## config.mk

```make
export PLATFORM = sky130hd
export DESIGN_NAME = freq_gate_counter
export DESIGN_NICKNAME = d
export VERILOG_FILES = /design/src/rtl/freq_gate_pkg.sv /design/src/rtl/edge_sync_detect.sv /design/src/rtl/gate_timer.sv /design/src/rtl/edge_accum.sv /design/src/rtl/freq_gate_counter.sv
export SDC_FILE = /design/constraint.sdc
export NUM_CORES = 1
export LEC_CHECK = 0
export BUFFER_PORTS_ARGS = -buffer_cell sky130_fd_sc_hd__buf_2
export CAP_MARGIN = 0
export CORE_MARGIN = 5
export CORE_UTILIZATION = 45
export DETAILED_ROUTE_END_ITERATION = 12
export SETUP_SLACK_MARGIN = 0.2
export SLEW_MARGIN = 10
export SYNTH_ARGS = -nofsm -noshare
export SYNTH_HDL_FRONTEND = slang
export SYNTH_SLANG_ARGS = --single-unit
export TNS_END_PERCENT = 100
```

## constraint.sdc

```tcl
create_clock -name clk -period 4.73 [get_ports clk]
set_clock_uncertainty 0.2 [all_clocks]
set_input_delay 0.946 -clock clk [delete_from_list [all_inputs] [get_ports clk]]
set_output_delay 0.946 -clock clk [all_outputs]
set_load 0.01 [all_outputs]
```

## src/rtl/freq_gate_pkg.sv

```systemverilog
package freq_gate_pkg;

  typedef enum logic [1:0] {
    GATE_SHORT = 2'd0,
    GATE_MID   = 2'd1,
    GATE_LONG  = 2'd2
  } gate_sel_e;

  // Codes 2 and 3 both select the longest gate.
  function automatic gate_sel_e decode_sel(input logic [1:0] code);
    case (code)
      2'd0:    return GATE_SHORT;
      2'd1:    return GATE_MID;
      default: return GATE_LONG;
    endcase
  endfunction

endpackage

```

## src/rtl/edge_sync_detect.sv

```systemverilog
module edge_sync_detect (
  input  logic clk,
  input  logic rst_n,
  input  logic async_in,
  output logic rise_o
);
  logic meta_q, sync_q, last_q;

  always_ff @(posedge clk or negedge rst_n) begin
    if (!rst_n) begin
      meta_q <= 1'b0;
      sync_q <= 1'b0;
      last_q <= 1'b0;
    end else begin
      meta_q <= async_in;
      sync_q <= meta_q;
      last_q <= sync_q;
    end
  end

  assign rise_o = sync_q & ~last_q;
endmodule

```

## src/rtl/gate_timer.sv

```systemverilog
module gate_timer
  import freq_gate_pkg::*;
#(
  parameter int          REF_W     = 36,
  parameter longint unsigned GATE0_CYC = 64'd40_000_000,
  parameter longint unsigned GATE1_CYC = 64'd400_000_000,
  parameter longint unsigned GATE2_CYC = 64'd40_000_000_000
) (
  input  logic       clk,
  input  logic       rst_n,
  input  logic       arm_i,
  input  logic [1:0] sel_i,
  output logic       open_o,
  output logic       close_o
);
  localparam logic [REF_W-1:0] TERM0 = REF_W'(GATE0_CYC - 64'd1);
  localparam logic [REF_W-1:0] TERM1 = REF_W'(GATE1_CYC - 64'd1);
  localparam logic [REF_W-1:0] TERM2 = REF_W'(GATE2_CYC - 64'd1);

  logic [REF_W-1:0] ref_q;
  logic [REF_W-1:0] term_q;
  logic [REF_W-1:0] term_pick;
  logic             open_q;

  always_comb begin
    unique case (decode_sel(sel_i))
      GATE_SHORT: term_pick = TERM0;
      GATE_MID:   term_pick = TERM1;
      default:    term_pick = TERM2;
    endcase
  end

  // Compare match closes the gate in the same cycle.
  assign close_o = open_q && (ref_q == term_q);
  assign open_o  = open_q;

  always_ff @(posedge clk or negedge rst_n) begin
    if (!rst_n) begin
      open_q <= 1'b0;
      ref_q  <= '0;
      term_q <= '0;
    end else if (arm_i) begin
      open_q <= 1'b1;
      ref_q  <= '0;
      term_q <= term_pick;
    end else if (open_q) begin
      if (close_o) open_q <= 1'b0;
      else         ref_q  <= ref_q + 1'b1;
    end
  end
endmodule

```

## src/rtl/edge_accum.sv

```systemverilog
module edge_accum #(
  parameter int CNT_W = 32
) (
  input  logic             clk,
  input  logic             rst_n,
  input  logic             clear_i,
  input  logic             edge_i,
  input  logic             close_i,
  output logic [CNT_W-1:0] result_o,
  output logic             ovf_o,
  output logic             valid_o
);
  localparam logic [CNT_W-1:0] ALL_ONES = '1;

  logic [CNT_W-1:0] acc_q, acc_nxt;
  logic             sat_q, sat_nxt;

  function automatic logic [CNT_W:0] sat_step(input logic [CNT_W-1:0] cur,
                                              input logic sat, input logic inc);
    if (!inc)             return {sat, cur};
    if (cur == ALL_ONES)  return {1'b1, ALL_ONES};
    return {sat, cur + 1'b1};
  endfunction

  assign {sat_nxt, acc_nxt} = sat_step(acc_q, sat_q, edge_i);

  always_ff @(posedge clk or negedge rst_n) begin
    if (!rst_n) begin
      acc_q    <= '0;
      sat_q    <= 1'b0;
      result_o <= '0;
      ovf_o    <= 1'b0;
      valid_o  <= 1'b0;
    end else begin
      valid_o <= close_i;
      if (clear_i) begin
        acc_q <= '0;
        sat_q <= 1'b0;
      end else begin
        acc_q <= acc_nxt;
        sat_q <= sat_nxt;
      end
      if (close_i) begin
        result_o <= acc_nxt;
        ovf_o    <= sat_nxt;
      end
    end
  end
endmodule

```

## src/rtl/freq_gate_counter.sv

```systemverilog
module freq_gate_counter #(
  parameter int              CNT_W     = 32,
  parameter int              REF_W     = 36,
  parameter longint unsigned GATE0_CYC = 64'd40_000_000,
  parameter longint unsigned GATE1_CYC = 64'd400_000_000,
  parameter longint unsigned GATE2_CYC = 64'd40_000_000_000
) (
  input  logic             clk,
  input  logic             rst_n,
  input  logic             sig_in,
  input  logic [1:0]       gate_sel,
  input  logic             start,
  output logic [CNT_W-1:0] count,
  output logic             overflow,
  output logic             valid,
  output logic             busy
);
  logic sig_rise;
  logic gate_open;
  logic gate_close;
  logic accept;
  logic gated_edge;

  assign accept     = start & ~gate_open;
  assign gated_edge = sig_rise & gate_open;
  assign busy       = gate_open;

  edge_sync_detect u_sync (
    .clk      (clk),
    .rst_n    (rst_n),
    .async_in (sig_in),
    .rise_o   (sig_rise)
  );

  gate_timer #(
    .REF_W     (REF_W),
    .GATE0_CYC (GATE0_CYC),
    .GATE1_CYC (GATE1_CYC),
    .GATE2_CYC (GATE2_CYC)
  ) u_timer (
    .clk     (clk),
    .rst_n   (rst_n),
    .arm_i   (accept),
    .sel_i   (gate_sel),
    .open_o  (gate_open),
    .close_o (gate_close)
  );

  edge_accum #(.CNT_W(CNT_W)) u_accum (
    .clk      (clk),
    .rst_n    (rst_n),
    .clear_i  (accept),
    .edge_i   (gated_edge),
    .close_i  (gate_close),
    .result_o (count),
    .ovf_o    (overflow),
    .valid_o  (valid)
  );
endmodule

```

Word level (Yosys, flattened, before mapping)
Cells that the tools add are included.
{"block": "totals", "register_bits": 143, "latchBits": 0, "mem_bits_rw": 0, "mem_bits_ro": 0, "input_bits": 6, "output_inout_bits": 35, "wordCells": 44, "mem_count": 0}
{"block": "op_classes", "add_sub_neg": 2, "n_mul": 0, "div": 0, "order_cmp": 0, "n_eq_ne": 5, "n_shift": 0, "mux": 16, "n_bitwise": 5, "reduce_logical": 5}
{"cell": "33-bit 2-to-1 mux", "n": 4}
{"cell": "36-bit 2-to-1 mux", "n": 3}
{"cell": "36-bit one-hot mux with 2 select lines", "n": 1}
{"cell": "36-bit by 1-bit adder with 36-bit output, second input constant", "n": 1}
{"cell": "36-bit equality test", "n": 1}
{"cell": "32-bit by 1-bit adder with 32-bit output, second input constant", "n": 1}
{"cell": "32-bit equality test, second input constant", "n": 1}
{"cell": "32-bit 2-to-1 mux", "n": 1}
{"cell": "1-bit 2-to-1 mux", "n": 6}
{"cell": "2-bit by 1-bit equality test with 1-bit output, second input constant", "n": 2}
{"cell": "2-bit zero test", "n": 2}
{"cell": "2-bit one-hot mux with 2 select lines", "n": 1}
{"cell": "1-bit bitwise AND", "n": 3}
{"cell": "2-bit != test, second input constant", "n": 1}
{"cell": "1-bit inverter", "n": 2}
{"cell": "2-bit AND reduction", "n": 1}
{"cell": "2-bit nonzero test", "n": 1}
{"cell": "1-bit logical AND", "n": 1}

Depth between registers and ports, before layout
{"block": "depth", "word_depth": 8, "mapped_depth": 9, "depth_no_buf": 7}

Cells and area by module
From an unflattened synthesis, not the netlist that was laid out.
{"block": "hier_totals", "cells_unflattened": 601, "area_unflattened_um2": 5758.0}
{"module": "edge_accum", "n_inst": 1, "cells_each": 323, "area_each_um2": 3130.5, "seq_area_each_um2": 1676.6}
{"module": "gate_timer", "n_inst": 1, "cells_each": 272, "area_each_um2": 2522.4, "seq_area_each_um2": 1101.1}
{"module": "edge_sync_detect", "n_inst": 1, "cells_each": 4, "area_each_um2": 88.8, "seq_area_each_um2": 75.1}
{"module": "freq_gate_counter", "n_inst": 1, "cells_each": 2, "area_each_um2": 16.3, "seq_area_each_um2": 0.0}

Worst setup path before layout
OpenSTA, ideal clock, no wires.
{"block": "synth_path", "path_type": "reg-to-reg", "startpoint": "register u_timer.ref_q[18]", "endpoint": "register u_accum.result_o[0]", "setup_time_ns": 0.125, "t_arrival_ns": 1.995, "t_required_ns": 4.405, "slack_ns": 2.411, "path_stages_with_launch": 7, "n_path_buf": 0, "synth_period_minus_slack_ns": 2.319, "path_cell_list": "dfrtp_1 -> or4_1 -> o22a_1 -> a221oi_4 -> nand4_2 -> inv_2 -> mux2_2"}
{"block": "synth_between", "elab_chain_len": 2}
{"item": "start, declared", "line": "gate_timer.sv:20", "text": "logic [REF_W-1:0] ref_q;"}
{"item": "start signal, assigned", "line": "gate_timer.sv:48", "text": "else ref_q <= ref_q + 1'b1;"}
{"item": "36-bit equality test", "line": "gate_timer.sv:34", "text": "assign close_o = open_q && (ref_q == term_q);"}
{"item": "1-bit logical AND", "line": "gate_timer.sv:34"}
{"item": "via gate_close", "line": "freq_gate_counter.sv:20", "text": "logic gate_close;"}
{"item": "end signal, assigned", "line": "edge_accum.sv:44", "text": "result_o <= acc_nxt;"}
{"item": "end, declared", "line": "edge_accum.sv:9", "text": "output logic [CNT_W-1:0] result_o,"}
The timed path passes the listed nets, and every way through them passes these cells.
A chain may end at the register's enable or synchronous reset.

Worst setup path in the final report
{"block": "layout_path", "startpoint": "register u_timer.open_q, in the netlist u_timer.open_o", "endpoint": "register u_accum.result_o[2]"}
{"block": "layout_between", "elab_chain_len": 2, "elab_cells_between_ends": 3, "cone_classes": "mux (1); bitwise (1); reduce/logical (1)"}
{"item": "start, declared", "line": "gate_timer.sv:23", "text": "logic open_q;"}
{"item": "start signal, assigned", "line": "gate_timer.sv:39", "text": "open_q <= 1'b0;"}
{"item": "start signal, assigned", "line": "gate_timer.sv:43", "text": "open_q <= 1'b1;"}
{"item": "start signal, assigned", "line": "gate_timer.sv:47", "text": "if (close_o) open_q <= 1'b0;"}
{"item": "1-bit bitwise AND", "line": "freq_gate_counter.sv:25", "text": "assign gated_edge = sig_rise & gate_open;"}
{"item": "33-bit 2-to-1 mux", "line": "edge_accum.sv:21", "text": "if (cur == ALL_ONES) return {1'b1, ALL_ONES};"}
Several ways; a longest one is shown, not always the timed one.

==> metrics.txt <==
crit path cell chain=nand3b_1 -> nor4_4 -> nand3_1 -> or2_1 -> buf_4 -> a21oi_1 -> a21o_1; Buf/Inv on CP=1; Avg Inst Size Synth=9.61 sq um; Leak Pwr=3.26 nW; Switching Share=23.4%; slowest CP cell=dfrtp_1; TritonRoute pass-1 iters=4; Net Count, Synth=596; global-route wire length before repair=21.7 mm; RSZ-0062 raised after global routing=no; Iter 0 DRT Violations=296; P&R area growth vs syn=16.4%; Ports=41; setup violators final=0; DR vias=4496; Setup Buffers After CTS=0; worst vdd ir=0.224 mV; CTS Root Buffer Type=clkbuf_16; Sum Neg Setup Slack=0 ps; register area share after synthesis=50.5%; EDFF count, synth=0; Detailed Place HPWL=8.95 mm; Worst path top cell family by delay=simple AND/OR/NAND/NOR gates; row cnt=41; Gate power share=7.3%; MaxCap Viol Count=0; Flop pwr share=43.6%; Antenna diodes=0; CTS tree=yes; Pint=0.00193 W; htree depth=4; layout cells sized above 1=14.5%; core area=12500 sq um; most frequent cells in the layout=dfrtp_1 (114), nand2_1 (77), a21oi_1 (48); Detail Route Antenna Nets=0; Synth Flop Type=dfrtp_1; number of global-route vias before repair=4371; width of the die=122 microns; port bufs=40; hold_buf cts=0; TritonCTS Buffers=17; Fmax achieved=0.306 GHz; GPL Wtd Cong=0.849; Clock transition at path regs=50 ps; Clk pwr share=49.1%; Max Fanout on Critical Path=31; drt wl/cell=16.0 microns; Util after Layout=52.7%; CTS sink cnt=114; Layout Nets=632; critical path data required time=4880 ps; relative slew slack=40.0%; post-cts sizing count=0; GRT Resource Usage Total=18.8%; switching pwr=0.000592 W; clock buffer depth=2; asr flop ratio synth=100%; Via density=5.56; worst min path class=flip-flop to flip-flop; Overflow after GRT=0; warnings from Yosys=0; die height=122 microns; pin count of the biggest net entering global routing=65; DRC=0; commonest non-fill, non-tap cell in the layout=dfrtp_1; FILL cells=1157; Yosys cell types=56; pwr dens=384 nW/um^2; CP Data Arrival Time=3420 ps; period utilization=69.1%; WS Path Type=flip-flop to flip-flop; outcome=completed; WL final=12.9 mm; Slew Viols, Final=0; Synth Register Bits=114; Mapped Area=5650 sq um; die area=14900 sq um; Final Hold Fails=0; crit end category=flip-flop; Total Power=0.00253 W; fin crit period=3270 ps; actual slew at the worst max-slew pin=898 ps; Starting Density=45.3%; Clk Latency, worst-skew pair=410 ps; Max stage delay on crit path=820 ps; Post-Synthesis Cells=588; antenna violations before repair=0; Worst Setup Start Kind=flip-flop
metal layers:
layer  vias up  global-route usage (%)  part of all wire (%)
met2        91                    29.9                    49
met4         0                    9.10                   1.3
met1      2190                    23.9                    45
met3        14                    4.83                   4.5
met5         -                       0                     0
li1       2201                       -                     -
cell usage after synthesis (all sizes together) (2+ instances only):
library cell  instances  area share (%)
or4                   4            0.53
xnor2                10             1.6
xor2                 15             2.3
nand4b                2            0.31
nand3                35             3.1
a31o                  2            0.31
nor4                  6             1.0
a21oi                48             4.3
o22ai                 2            0.22
nor2b                 2            0.22
a21boi                2            0.27
and2                  7            0.78
o32ai                 2            0.31
and3                 16             1.8
o21ai                22             1.9
a211oi                3            0.40
nor2                 41             2.7
inv                  12            0.80
o211ai                6            0.80
a31oi                 2            0.22
ha                    2            0.44
and4                  6            0.93
nand2                77             5.1
nand3b                3            0.40
dfrtp               114              51
nor3                 13             1.2
or3                   3            0.33
mux2i                21             3.7
o311ai                3            0.47
o41ai                 4            0.62
buf                  10            0.97
or2                   6            0.66
a21o                 23             3.1
nand4                25             3.1
clkbuf               22             1.5
o31ai                 6            0.80
sequential cells by signal, summed over array words and instances, names as in the netlist:
register / count
u_timer.ref_q: 36
u_sync.meta_q: 1
u_sync.last_q: 1
u_timer.open_o: 1
u_sync.sync_q: 1
u_accum.valid_o: 1
u_accum.ovf_o: 1
u_accum.result_o: 32
u_accum.acc_q: 32
u_accum.sat_q: 1
u_timer.term_q: 7
final timing paths:
| kind | start | endpoint | slack [ps] | cells after the start |
|---|---|---|---|---|
| worst max-delay path | u_timer.open_o | u_accum.result_o[2] | 1460 | 7 |
| worst min-delay path | u_sync.meta_q | u_sync.sync_q | 140 | 0 |
| worst max register to register | u_timer.open_o | u_accum.result_o[2] | 1460 | 7 |
| worst min register to register | u_sync.meta_q | u_sync.sync_q | 140 | 0 |
| max in group asynchronous | rst_n | u_accum.result_o[2] | 3020 | 2 |
| min in group asynchronous | rst_n | u_accum.result_o[31] | 430 | 1 |
per-stage QoR:
stage | cells | setup slack, ps | hold slack (ps) | instance area, sq um
after floorplan | 588 | 2410 | 131 | 5650
after global placement | 777 | 1450 | 133 | 6000
after detailed placement | 777 | 1440 | 136 | 6000
after CTS | 808 | 1430 | 147 | 6570
after global routing | 808 | 1250 | 154 | 6570
final | 808 | 1460 | 145 | 6570
power groups by stage:
stage | sequential, W | combinational [W] | clock (W)
final | 0.00110 | 0.000184 | 0.00124
after global routing | 0.00111 | 0.000212 | 0.00131
after CTS | 0.00110 | 0.000187 | 0.00127
after detailed placement | 0.00112 | 0.000184 | 0
after global placement | 0.00111 | 0.000180 | 0
after floorplan | 0.00110 | 0.000132 | 0
cell families after synthesis:
logic type	synth area share, %
AND/OR/NAND/NOR	22.9
AO/OA/AOI/OAI	15.1
flip-flops	50.5
buffers and inverters	3.23
XOR/XNOR	3.88
multiplexers	3.92
adder cells (fa/ha/maj)	0.443
layout make-up:
| class | count | area [sq um] | share of cell area, % |
|---|---|---|---|
| multi-input combinational | 430 | 2620 | 39.8 |
| clock buffer | 26 | 499 | 7.60 |
| sequential | 114 | 2850 | 43.4 |
| inverter | 12 | 45.0 | 0.685 |
| clock inverter | 5 | 75.1 | 1.14 |
| tap | 172 | 215 | 3.27 |
| timing repair buffer | 49 | 270 | 4.11 |
Note: power is estimated with default switching activity, not from simulation.
